===== src/rtl/cpi_pkg.sv =====
package cpi_pkg;
  localparam int BYTE_W = 8;
  localparam int IDX_W  = 2;

  localparam logic [BYTE_W-1:0] OP_ADDR = 8'hD0;
  localparam logic [BYTE_W-1:0] OP_EPEN = 8'hD8;
  localparam logic [BYTE_W-1:0] OP_MODE = 8'hF3;
  localparam logic [BYTE_W-1:0] OP_DMA  = 8'hFB;
  localparam logic [BYTE_W-1:0] OP_IRQ  = 8'hF4;
  localparam logic [4:0]        OP_TXN_HI = 5'b01000;
  localparam logic [4:0]        OP_BUF_HI = 5'b10000;

  localparam logic [BYTE_W-1:0] MODE_RST = 8'h06;
  localparam logic [BYTE_W-1:0] CLK_RST  = 8'h0B;

  typedef enum logic [2:0] {
    K_NONE, K_ADDR, K_EPEN, K_MODE, K_DMA, K_IRQ, K_TXN, K_BUF
  } cmd_kind_e;
endpackage


===== src/rtl/cpi_bus_front.sv =====
module cpi_bus_front
  import cpi_pkg::*;
(
  input  logic              clk,
  input  logic              rst,
  input  logic              cs_n,
  input  logic              rd_n,
  input  logic              wr_n,
  input  logic              cmd,
  input  logic [BYTE_W-1:0] din,
  output logic              cmd_stb,
  output logic              dwr_stb,
  output logic              drd_stb,
  output logic              rd_active,
  output logic [BYTE_W-1:0] wbyte
);
  logic              cs_q, rd_q, wr_q, cmd_q;
  logic [BYTE_W-1:0] din_q;
  logic              wr_act_p, rd_act_p, cmd_p;
  logic [BYTE_W-1:0] din_p;
  logic              wr_act, wr_end;

  always_ff @(posedge clk) begin
    if (rst) begin
      cs_q     <= 1'b1;
      rd_q     <= 1'b1;
      wr_q     <= 1'b1;
      cmd_q    <= 1'b0;
      din_q    <= '0;
      wr_act_p <= 1'b0;
      rd_act_p <= 1'b0;
      cmd_p    <= 1'b0;
      din_p    <= '0;
    end else begin
      cs_q     <= cs_n;
      rd_q     <= rd_n;
      wr_q     <= wr_n;
      cmd_q    <= cmd;
      din_q    <= din;
      wr_act_p <= wr_act;
      rd_act_p <= rd_active;
      cmd_p    <= cmd_q;
      din_p    <= din_q;
    end
  end

  assign wr_act    = !cs_q && !wr_q;
  assign rd_active = !cs_q && !rd_q;
  assign wr_end    = wr_act_p && !wr_act;
  assign cmd_stb   = wr_end && cmd_p;
  assign dwr_stb   = wr_end && !cmd_p;
  assign drd_stb   = rd_act_p && !rd_active;
  assign wbyte     = din_p;
endmodule


===== src/rtl/cpi_cmd_seq.sv =====
module cpi_cmd_seq
  import cpi_pkg::*;
#(
  parameter int NUM_EP = 6,
  parameter int EPW    = 3
)(
  input  logic              clk,
  input  logic              rst,
  input  logic              cmd_stb,
  input  logic              dwr_stb,
  input  logic              drd_stb,
  input  logic [BYTE_W-1:0] byte_in,
  output cmd_kind_e         kind,
  output logic [EPW-1:0]    ep,
  output logic [IDX_W-1:0]  idx,
  output logic              acc_wr,
  output logic              acc_rd,
  output logic              rd_ok
);
  function automatic cmd_kind_e decode(input logic [BYTE_W-1:0] b);
    cmd_kind_e k;
    k = K_NONE;
    if (b == OP_ADDR) k = K_ADDR;
    else if (b == OP_EPEN) k = K_EPEN;
    else if (b == OP_MODE) k = K_MODE;
    else if (b == OP_DMA)  k = K_DMA;
    else if (b == OP_IRQ)  k = K_IRQ;
    else if (b[7:3] == OP_TXN_HI && int'(b[2:0]) < NUM_EP) k = K_TXN;
    else if (b[7:3] == OP_BUF_HI && int'(b[2:0]) < NUM_EP) k = K_BUF;
    return k;
  endfunction

  function automatic logic [IDX_W-1:0] wr_budget(input cmd_kind_e k);
    case (k)
      K_ADDR, K_EPEN, K_DMA, K_TXN: return IDX_W'(1);
      K_MODE:                       return IDX_W'(2);
      default:                      return '0;
    endcase
  endfunction

  function automatic logic [IDX_W-1:0] rd_budget(input cmd_kind_e k);
    case (k)
      K_DMA, K_TXN, K_BUF: return IDX_W'(1);
      K_IRQ:               return IDX_W'(2);
      default:             return '0;
    endcase
  endfunction

  always_ff @(posedge clk) begin
    if (rst) begin
      kind <= K_NONE;
      ep   <= '0;
      idx  <= '0;
    end else if (cmd_stb) begin
      kind <= decode(byte_in);
      ep   <= byte_in[EPW-1:0];
      idx  <= '0;
    end else if (acc_wr || acc_rd) begin
      idx  <= idx + 1'b1;
    end
  end

  assign rd_ok  = idx < rd_budget(kind);
  assign acc_wr = dwr_stb && (idx < wr_budget(kind));
  assign acc_rd = drd_stb && rd_ok;


  idx_bound_chk: assert property (@(posedge clk) disable iff (rst) idx <= IDX_W'(2));

  cmd_restart_chk: assert property (@(posedge clk) disable iff (rst) cmd_stb |=> idx == '0);
endmodule


===== src/rtl/cpi_cfg_regs.sv =====
module cpi_cfg_regs
  import cpi_pkg::*;
#(
  parameter int NUM_EP = 6,
  parameter int EPW    = 3
)(
  input  logic              clk,
  input  logic              rst,
  input  logic              acc_wr,
  input  cmd_kind_e         kind,
  input  logic [EPW-1:0]    ep,
  input  logic [IDX_W-1:0]  idx,
  input  logic [BYTE_W-1:0] wbyte,
  input  logic              bus_reset,
  output logic [6:0]        dev_addr,
  output logic              func_en,
  output logic              ep_en_bit,
  output logic [BYTE_W-1:0] mode_cfg,
  output logic [BYTE_W-1:0] clk_cfg,
  output logic [BYTE_W-1:0] dma_cfg,
  output logic [NUM_EP-1:0] ep_stall
);
  always_ff @(posedge clk) begin
    if (rst) begin
      dev_addr  <= '0;
      func_en   <= 1'b0;
      ep_en_bit <= 1'b0;
      mode_cfg  <= MODE_RST;
      clk_cfg   <= CLK_RST;
      dma_cfg   <= '0;
      ep_stall  <= '0;
    end else begin
      if (acc_wr) begin
        case (kind)
          K_ADDR: {func_en, dev_addr} <= wbyte;
          K_EPEN: ep_en_bit <= wbyte[0];
          K_MODE: begin
            if (idx == '0) mode_cfg <= wbyte;
            else           clk_cfg  <= wbyte;
          end
          K_DMA:  dma_cfg <= wbyte;
          K_TXN:  ep_stall[ep] <= wbyte[0];
          default: ;
        endcase
      end
      if (bus_reset) begin
        dev_addr <= '0;
        func_en  <= 1'b1;
      end
    end
  end


  bus_reset_addr_chk: assert property (@(posedge clk) disable iff (rst)
    bus_reset |=> (func_en && dev_addr == '0));

  stall_hold_chk: assert property (@(posedge clk) disable iff (rst)
    !acc_wr |=> $stable(ep_stall));
endmodule


===== src/rtl/cpi_irq_ctl.sv =====
module cpi_irq_ctl #(
  parameter int NUM_EP = 6
)(
  input  logic              clk,
  input  logic              rst,
  input  logic [NUM_EP-1:0] ev_ep,
  input  logic              ev_bus_reset,
  input  logic              ev_susp,
  input  logic              ev_eot,
  input  logic              ev_sof,
  input  logic [NUM_EP-1:0] clr_ep,
  input  logic              clr_top,
  input  logic              clr_eot,
  input  logic              sof_only,
  input  logic              pin_mode,
  output logic [NUM_EP-1:0] ep_flag,
  output logic              brst_flag,
  output logic              susp_flag,
  output logic              eot_flag,
  output logic              irq_n
);
  logic pending, want;

  for (genvar i = 0; i < NUM_EP; i++) begin : g_ep
    always_ff @(posedge clk) begin
      if (rst)            ep_flag[i] <= 1'b0;
      else if (ev_ep[i])  ep_flag[i] <= 1'b1;
      else if (clr_ep[i]) ep_flag[i] <= 1'b0;
    end
  end

  always_ff @(posedge clk) begin
    if (rst) begin
      brst_flag <= 1'b0;
      susp_flag <= 1'b0;
      eot_flag  <= 1'b0;
      irq_n     <= 1'b1;
    end else begin
      if (ev_bus_reset) brst_flag <= 1'b1;
      else if (clr_top) brst_flag <= 1'b0;
      if (ev_susp)      susp_flag <= 1'b1;
      else if (clr_top) susp_flag <= 1'b0;
      if (ev_eot)       eot_flag  <= 1'b1;
      else if (clr_eot) eot_flag  <= 1'b0;
      irq_n <= !want;
    end
  end

  assign pending = (|ep_flag) || brst_flag || susp_flag || eot_flag;

  always_comb begin
    if (sof_only)      want = ev_sof;
    else if (pin_mode) want = pending || ev_sof;
    else               want = pending;
  end


  top_clear_chk: assert property (@(posedge clk) disable iff (rst)
    (clr_top && !ev_bus_reset) |=> !brst_flag);

  sof_only_pin_chk: assert property (@(posedge clk) disable iff (rst)
    (!irq_n && $past(sof_only)) |-> $past(ev_sof));

  ep_keep_chk: assert property (@(posedge clk) disable iff (rst)
    (clr_ep == '0) |=> ((ep_flag & ~$past(ep_flag)) == (ep_flag & $past(ev_ep)) ||
                        (ep_flag & ~$past(ep_flag)) == '0));
endmodule


===== src/rtl/cpi_regif.sv =====
module cpi_regif
  import cpi_pkg::*;
#(
  parameter int NUM_EP = 6
)(
  input  logic                     clk,
  input  logic                     rst,
  input  logic                     bus_cs_n,
  input  logic                     bus_rd_n,
  input  logic                     bus_wr_n,
  input  logic                     bus_cmd,
  input  logic [7:0]               bus_din,
  output logic [7:0]               bus_dout,
  output logic                     bus_dout_oe,
  input  logic                     ev_sof,
  input  logic                     ev_bus_reset,
  input  logic                     ev_suspend_chg,
  input  logic                     ev_dma_end,
  input  logic [NUM_EP-1:0]        ev_ep_done,
  input  logic [NUM_EP*8-1:0]      ep_txn_status,
  input  logic [NUM_EP*8-1:0]      ep_buf_status,
  output logic                     irq_n,
  output logic [6:0]               dev_addr,
  output logic                     func_en,
  output logic                     ep_enable,
  output logic [7:0]               mode_cfg,
  output logic [7:0]               clk_cfg,
  output logic [7:0]               dma_cfg,
  output logic [NUM_EP-1:0]        ep_stall
);
  localparam int EPW = 3;

  logic              cmd_stb, dwr_stb, drd_stb, rd_active;
  logic [BYTE_W-1:0] wbyte;
  cmd_kind_e         kind;
  logic [EPW-1:0]    ep;
  logic [IDX_W-1:0]  idx;
  logic              acc_wr, acc_rd, rd_ok;
  logic              ep_en_bit;
  logic [NUM_EP-1:0] ep_flag, clr_ep;
  logic              brst_flag, susp_flag, eot_flag;
  logic              clr_top, clr_eot;
  logic [BYTE_W-1:0] irq_lo, rd_mux;

  cpi_bus_front u_front (
    .clk(clk), .rst(rst), .cs_n(bus_cs_n), .rd_n(bus_rd_n), .wr_n(bus_wr_n),
    .cmd(bus_cmd), .din(bus_din), .cmd_stb(cmd_stb), .dwr_stb(dwr_stb),
    .drd_stb(drd_stb), .rd_active(rd_active), .wbyte(wbyte)
  );

  cpi_cmd_seq #(.NUM_EP(NUM_EP), .EPW(EPW)) u_seq (
    .clk(clk), .rst(rst), .cmd_stb(cmd_stb), .dwr_stb(dwr_stb), .drd_stb(drd_stb),
    .byte_in(wbyte), .kind(kind), .ep(ep), .idx(idx), .acc_wr(acc_wr),
    .acc_rd(acc_rd), .rd_ok(rd_ok)
  );

  cpi_cfg_regs #(.NUM_EP(NUM_EP), .EPW(EPW)) u_regs (
    .clk(clk), .rst(rst), .acc_wr(acc_wr), .kind(kind), .ep(ep), .idx(idx),
    .wbyte(wbyte), .bus_reset(ev_bus_reset), .dev_addr(dev_addr),
    .func_en(func_en), .ep_en_bit(ep_en_bit), .mode_cfg(mode_cfg),
    .clk_cfg(clk_cfg), .dma_cfg(dma_cfg), .ep_stall(ep_stall)
  );

  always_comb begin
    clr_ep = '0;
    if (acc_rd && kind == K_TXN) clr_ep[ep] = 1'b1;
  end
  assign clr_top = acc_rd && kind == K_IRQ && idx == '0;
  assign clr_eot = acc_rd && kind == K_IRQ && idx == IDX_W'(1);

  cpi_irq_ctl #(.NUM_EP(NUM_EP)) u_irq (
    .clk(clk), .rst(rst), .ev_ep(ev_ep_done), .ev_bus_reset(ev_bus_reset),
    .ev_susp(ev_suspend_chg), .ev_eot(ev_dma_end), .ev_sof(ev_sof),
    .clr_ep(clr_ep), .clr_top(clr_top), .clr_eot(clr_eot),
    .sof_only(clk_cfg[7]), .pin_mode(dma_cfg[5]), .ep_flag(ep_flag),
    .brst_flag(brst_flag), .susp_flag(susp_flag), .eot_flag(eot_flag),
    .irq_n(irq_n)
  );

  assign ep_enable = func_en && ep_en_bit;

  always_comb begin
    irq_lo = '0;
    for (int i = 0; i < NUM_EP; i++) irq_lo[i] = ep_flag[i];
    irq_lo[6] = brst_flag;
    irq_lo[7] = susp_flag;
  end

  always_comb begin
    rd_mux = '0;
    if (rd_ok) begin
      case (kind)
        K_DMA: rd_mux = dma_cfg;
        K_IRQ: rd_mux = (idx == '0) ? irq_lo : {7'b0, eot_flag};
        K_TXN: rd_mux = ep_txn_status[int'(ep)*8 +: 8];
        K_BUF: rd_mux = ep_buf_status[int'(ep)*8 +: 8];
        default: rd_mux = '0;
      endcase
    end
  end

  always_ff @(posedge clk) begin
    if (rst) begin
      bus_dout    <= '0;
      bus_dout_oe <= 1'b0;
    end else begin
      bus_dout    <= rd_active ? rd_mux : '0;
      bus_dout_oe <= rd_active;
    end
  end


  dout_oe_strobe_chk: assert property (@(posedge clk) disable iff (rst)
    bus_dout_oe |-> $past(!bus_cs_n && !bus_rd_n, 2));

  ep_enable_gate_chk: assert property (@(posedge clk) disable iff (rst)
    (ep_enable && !$past(ev_bus_reset)) |-> $past(func_en) || $past(acc_wr));
endmodule


===== config.mk =====
export PLATFORM = sky130hd
export DESIGN_NAME = cpi_regif
export DESIGN_NICKNAME = d
export VERILOG_FILES = /design/src/rtl/cpi_pkg.sv /design/src/rtl/cpi_bus_front.sv /design/src/rtl/cpi_cmd_seq.sv /design/src/rtl/cpi_cfg_regs.sv /design/src/rtl/cpi_irq_ctl.sv /design/src/rtl/cpi_regif.sv
export SDC_FILE = /design/constraint.sdc
export NUM_CORES = 1
export LEC_CHECK = 0
export ABC_AREA = 1
export BUFFER_PORTS_ARGS = -buffer_cell sky130_fd_sc_hd__clkbuf_2
export CAP_MARGIN = 20
export CORE_MARGIN = 5
export CORE_UTILIZATION = 54
export DETAILED_ROUTE_END_ITERATION = 10
export GPL_TIMING_DRIVEN = 0
export PLACE_DENSITY = 0.87
export SLEW_MARGIN = 20
export SYNTH_ARGS = -nofsm -noshare
export SYNTH_HDL_FRONTEND = slang
export SYNTH_SLANG_ARGS = --single-unit

===== constraint.sdc =====
create_clock -name clk -period 5.2 [get_ports clk]
set_input_delay 1.04 -clock clk [delete_from_list [all_inputs] [get_ports clk]]
set_output_delay 1.04 -clock clk [all_outputs]
set_load 0.03 [all_outputs]

### Yosys cells after proc, flatten, opt, wreduce, memory -nomap -nowiden

Index checks and enable logic that the tools add are counted.

| word-level totals | value |
|---|---|
| bits in registers | 88 |
| bits of input ports | 120 |
| output and inout bits | 49 |

| operators by class | value |
|---|---|
| add/subtract/negate cells | 1 |
| order comparisons | 5 |
| eq/ne operators | 15 |
| shift-type cells | 2 |
| multiplexer cells | 37 |
| bitwise operators | 3 |
| reduce and logical (&&, ||, !) cells | 53 |

Operators with widths:

| operator | number |
|---|---|
| $shiftx 48x7->8 | 2 |
| $eq 8x8->1 const B | 5 |
| $pmux 8 s4 | 1 |
| $mux 1 | 23 |
| $reduce_bool 2->1 | 11 |
| $mux 3 | 7 |
| $logic_and 1x1->1 | 16 |
| $eq 3x3->1 const B | 4 |
| $reduce_and 2->1 | 5 |
| $mux 8 | 1 |
| $pmux 2 s2 | 2 |
| $logic_not 1->1 | 7 |
| $bwmux 6 | 1 |
| $eq 3x2->1 const B | 2 |
| $mux 6 | 1 |
| $reduce_and 3->1 | 2 |
| $reduce_or 3->1 | 2 |
| $reduce_or 6->1 | 1 |
| $eq 5x4->1 const B | 1 |
| $eq 5x5->1 const B | 1 |
| $logic_or 1x1->1 | 5 |
| $lt 2x2->1 | 2 |
| $lt 3x4->1 const B | 1 |
| $reduce_or 2->1 | 2 |
| other kinds (9) | 11 |

### Depth between registers and ports, before layout

| logic depth | value |
|---|---|
| depth after elaboration | 9 |
| mapped depth | 13 |
| gate-level depth less buffers | 11 |

### By module

Synthesis repeated with hierarchy kept, for this count alone.

| second synthesis, totals | value |
|---|---|
| cell total of the unflattened synthesis | 732 |
| area total of the unflattened synthesis | 4,734.5 sq um |

By module, submodules not included:

| module | times used | cells each | area an instance (sq um) | sequential area each (sq um) |
|---|---|---|---|---|
| cpi_cfg_regs | 1 | 222 | 1,609.0 | 780.7 |
| cpi_regif | 1 | 290 | 1,501.4 | 180.2 |
| cpi_bus_front | 1 | 74 | 680.7 | 460.4 |
| cpi_cmd_seq | 1 | 92 | 563.0 | 160.2 |
| cpi_irq_ctl | 1 | 54 | 380.4 | 200.2 |

### Worst setup path after synthesis

OpenSTA, ideal clock, no wires.

| timing | value |
|---|---|
| path type | register -> register |
| start point | reg u_seq.kind[2] |
| end point | reg u_regs.dma_cfg[0] |
| setup time | 0.113 ns |
| data arrival time | 1.736 ns |
| data required time | 5.087 ns |
| path slack | 3.351 ns |
| stages on the path, launching flop included | 12 |
| period minus slack after synthesis | 1.849 ns |
| cells stage by stage | dfxtp_1 -> buf_6 -> inv_2 -> nand3_1 -> ha_1 -> nor3_4 -> nand2_4 -> inv_8 -> nand2_4 -> buf_6 -> nor2_1 -> nor2_1 |

| on the way | value |
|---|---|
| word-level cells in the longest chain between the ends | 6 |

RTL lines:

| item | RTL line | RTL |
|---|---|---|
| start: declaration | cpi_cmd_seq.sv:13 | `output cmd_kind_e kind,` |
| start signal: assignment | cpi_cmd_seq.sv:55 | `kind <= decode(byte_in);` |
| $eq 3x3->1 (tied with other cells) | cpi_cmd_seq.sv:34 | `case (k)` |
| $reduce_or 4->1 | cpi_cmd_seq.sv:34 |  |
| $pmux 2 s2 | cpi_cmd_seq.sv:34 |  |
| $lt 2x2->1 | cpi_cmd_seq.sv:64 | `assign acc_wr = dwr_stb && (idx < wr_budget(kind));` |
| $logic_and 1x1->1 | cpi_cmd_seq.sv:64 |  |
| $reduce_and 2->1 (no source line) * | - |  |
| end signal: assignment | cpi_cfg_regs.sv:41 | `K_DMA: dma_cfg <= wbyte;` |
| end: declaration | cpi_cfg_regs.sv:20 | `output logic [BYTE_W-1:0] dma_cfg,` |

Every way passes the cells marked *; elsewhere a longest branch is shown, timed or not.
A chain may end at the register's enable or synchronous reset.

### Final worst setup path

| timing | value |
|---|---|
| start point | reg u_seq.kind[2] |
| end point | reg u_regs.dma_cfg[3] |

The elaborated chain is that of the path after synthesis.

==> results.toml <==
[outcome]
status = "finished clean"

[global_route]
grt_max_degree = 17
track_usage_pct = 27.1
antenna_found_initial = 0
grt.overflow.total = 0
grt_pass1_vias = 4774
grt_pass1_wl_um = 22200

[drt]
wl_met3_um = 1080
top_layer = "met4"
wl_met1_um = 5880
first_pass_iters = 5
routedWlPerCell_um = 14.1
ant_nets = 0
dr_wl_met2_um = 6670
wirelength_um = 14100
vias = 5133
drt_iter0_markers = 325
remaining_drc_errors = 0
vias_per_cell = 5.16

[synthesis]
syn_inst = 707
synthSimpleGateAreaFrac_pct = 40.3
yosysWarnings = 0
synth_seq_area_share_pct = 38.7
synth_area_um2 = 4550
synth_compound_area_share_pct = 8.23
ys_async_sr_fraction_pct = 0
synth_nets = 831
synth_top_family_by_area = "simple AND/OR/NAND/NOR gates"
synth_area_leaders = "dfxtp_1 (39%), nand2_1 (17%), nand3_1 (9.9%)"
synthXorXnorAreaFrac_pct = 0
synth_seq_cells = 88
synth_edf_count = 0
ys.flop_type = "dfxtp_1"
synth.mux.area_fraction_pct = 0
syn_area_per_cell_um2 = 6.43
yosysTopAreaCell = "dfxtp_1"
netlist.area_leader.share_pct = 38.7
synth_fa_ha_area_share_pct = 1.10
synth_cell_types = 29

[power_and_ir_drop]
swShare_pct = 25.0
p_comb_share_pct = 8.2
seqPwrFrac_pct = 54.0
p_leak_uw = 0.00306
p_sw_uw = 323
intPower_uw = 969
vdd.ir_drop.worst_mv = 0.279
clock_power_share_pct = 37.7
powerDensity_nw_per_um2 = 226
finalPower_uw = 1290

[clock_tree]
cts_max_path_buffers = 2
cts_setup_buffers = 0
clock_latency_ps = 360
cts_tree = "yes"
clk_pin_slew_ps = 90
cts-root-buf = "clkbuf_8"
cts_resized = 0
cts_buffers = 9
clock-sinks = 88
cts.htree.levels = 3
holdBufCountCts = 0

[place]
gp_congestion = 0.938
dp.cells = 979
dp_hpwl_um = 10900
dp_slack_ps = 2990
port_buffers = 167

[sta]
rsz0062_at_grt = "no"
layout_setup_ws_ps = 2930
setup_violations = 0
period_needed_ps = 2270
final.setup.tns_ps = 0
hold_viol_final = 0
finClkSkew_ps = 8.65
period_share_pct = 43.7
fmaxAchievable_mhz = 440
slew_violations = 0
max-slew-margin-rel_pct = 54.3
worstMarginPinSlew_ps = 681

[floorplanning]
pin_count = 169
core_um2 = 8220
die-height_um = 102
fp.dieW_um = 102
die_area_um2 = 10400
num_rows = 33
start_util_pct = 55.3

[worst_hold_path]
hold_class = "reg2reg"

[worst_setup_path]
critPathRequiredTime_ps = 5460
crit_fanout = 10
end_kind = "flop"
reg2reg_slack_ps = 2930
startpoint_type = "flop"
cp.arrival_ps = 2540
critPathKind = "reg2reg"

[layout]
layout_commonest_cell = "nand2_1"
insertedDiodeCount = 0
stdcell_count = 995
final_cell_mix = "nand2_1 (202), clkbuf_2 (167), nor2_1 (98)"
multi_input_area_um2 = 2260
fin_nets = 1009
register_area_um2 = 1760
syn_to_final_growth_pct = 25.7
nFillCells = 728
layout-drive-gt1-share_pct = 24.5

[run]
max_cap_violations = 0
## critical path, stage by stage (launching register included)
cell	delay, ps
dfxtp_1	320
buf_6	130
inv_2	100
nand3_1	140
ha_1	260
nor3_4	500
nand2_4	170
inv_8	130
nand2_4	80
buf_6	180
nor2_1	120
nor2_1	60
## registers in the layout (all words and copies together) (netlist names), 2 cells and up
register	flops
u_seq.kind	3
u_regs.clk_cfg	8
bus_dout	8
u_seq.ep	3
u_seq.idx	2
u_irq.ep_flag	6
u_regs.dev_addr	7
u_regs.mode_cfg	8
u_front.wbyte	8
u_regs.ep_stall	6
u_regs.dma_cfg	8
u_front.din_q	8
## metal layers
metal  vias up  track usage [%]
met5         -                0
met4         0             10.3
met2       205             44.6
met1      2299             34.8
met3        40             5.79
li1       2589                -
## cell type report
type / count / share of cell area [%]
plain buffers: 33 / 3.26
clock buffers: 9 / 2.17
clock inverters: 7 / 1.36
inverters: 89 / 5.98
multi-input cells: 497 / 39.5
flip-flops and latches: 88 / 30.8
well taps: 105 / 2.30
repair buffers: 167 / 14.6
## path summary, 6_finish.rpt
kind | startpoint | end | cells after the start
hold / removal | u_front.din_q[1] | u_front.wbyte[1] | 2
setup reg to reg | u_seq.kind[2] | u_regs.dma_cfg[3] | 11
hold reg to reg | u_front.din_q[1] | u_front.wbyte[1] | 2
setup / recovery | u_seq.kind[2] | u_regs.dma_cfg[3] | 11
## stage by stage
| stage | util, % | cell area [um2] | hold slack [ps] |
|---|---|---|---|
| floorplan | - | 4550 | 388 |
| global placement | 67.1 | 5510 | 390 |
| detailed placement | 67.1 | 5510 | 392 |
| CTS | 69.6 | 5720 | 405 |
| global route | 69.6 | 5720 | 427 |
| finish | 69.6 | 5720 | 404 |
## logic make-up (layout without fill, tap and decap cells)
kind of cell               count (synthesis)  count (layout)
AOI/OAI and AO/OA                         69              69
adders and majority gates                  4               4
buffers and inverters                    122             305
DFF                                       88              88
and+or+nand+nor                          424             424
## power by group through the flow
stage	Combinational (uW)	Clock, uW	Sequential (uW)
5_1_grt	120	519	700
3_5_place_dp	105	0	714
2_1_floorplan	46.4	0	713
6_report	106	488	698
3_3_place_gp	102	0	713
4_1_cts	106	490	698
## cell usage after synthesis, types with 3 or more instances
cell and instances:
buf_4 3, ha_1 4, clkinv_1 3, inv_1 83
a32oi_1 7, nand3_1 90, nor3_1 5, dfxtp_1 88
nor2_1 98, nand2_2 3, nand2_4 5, o21ai_0 23
buf_6 6, nand2_1 202, buf_2 5, a21oi_1 37
buf_1 3, nand3_2 3, or2_2 3, clkbuf_1 16
nand4_1 10
(Power assumes the default switching activity.)
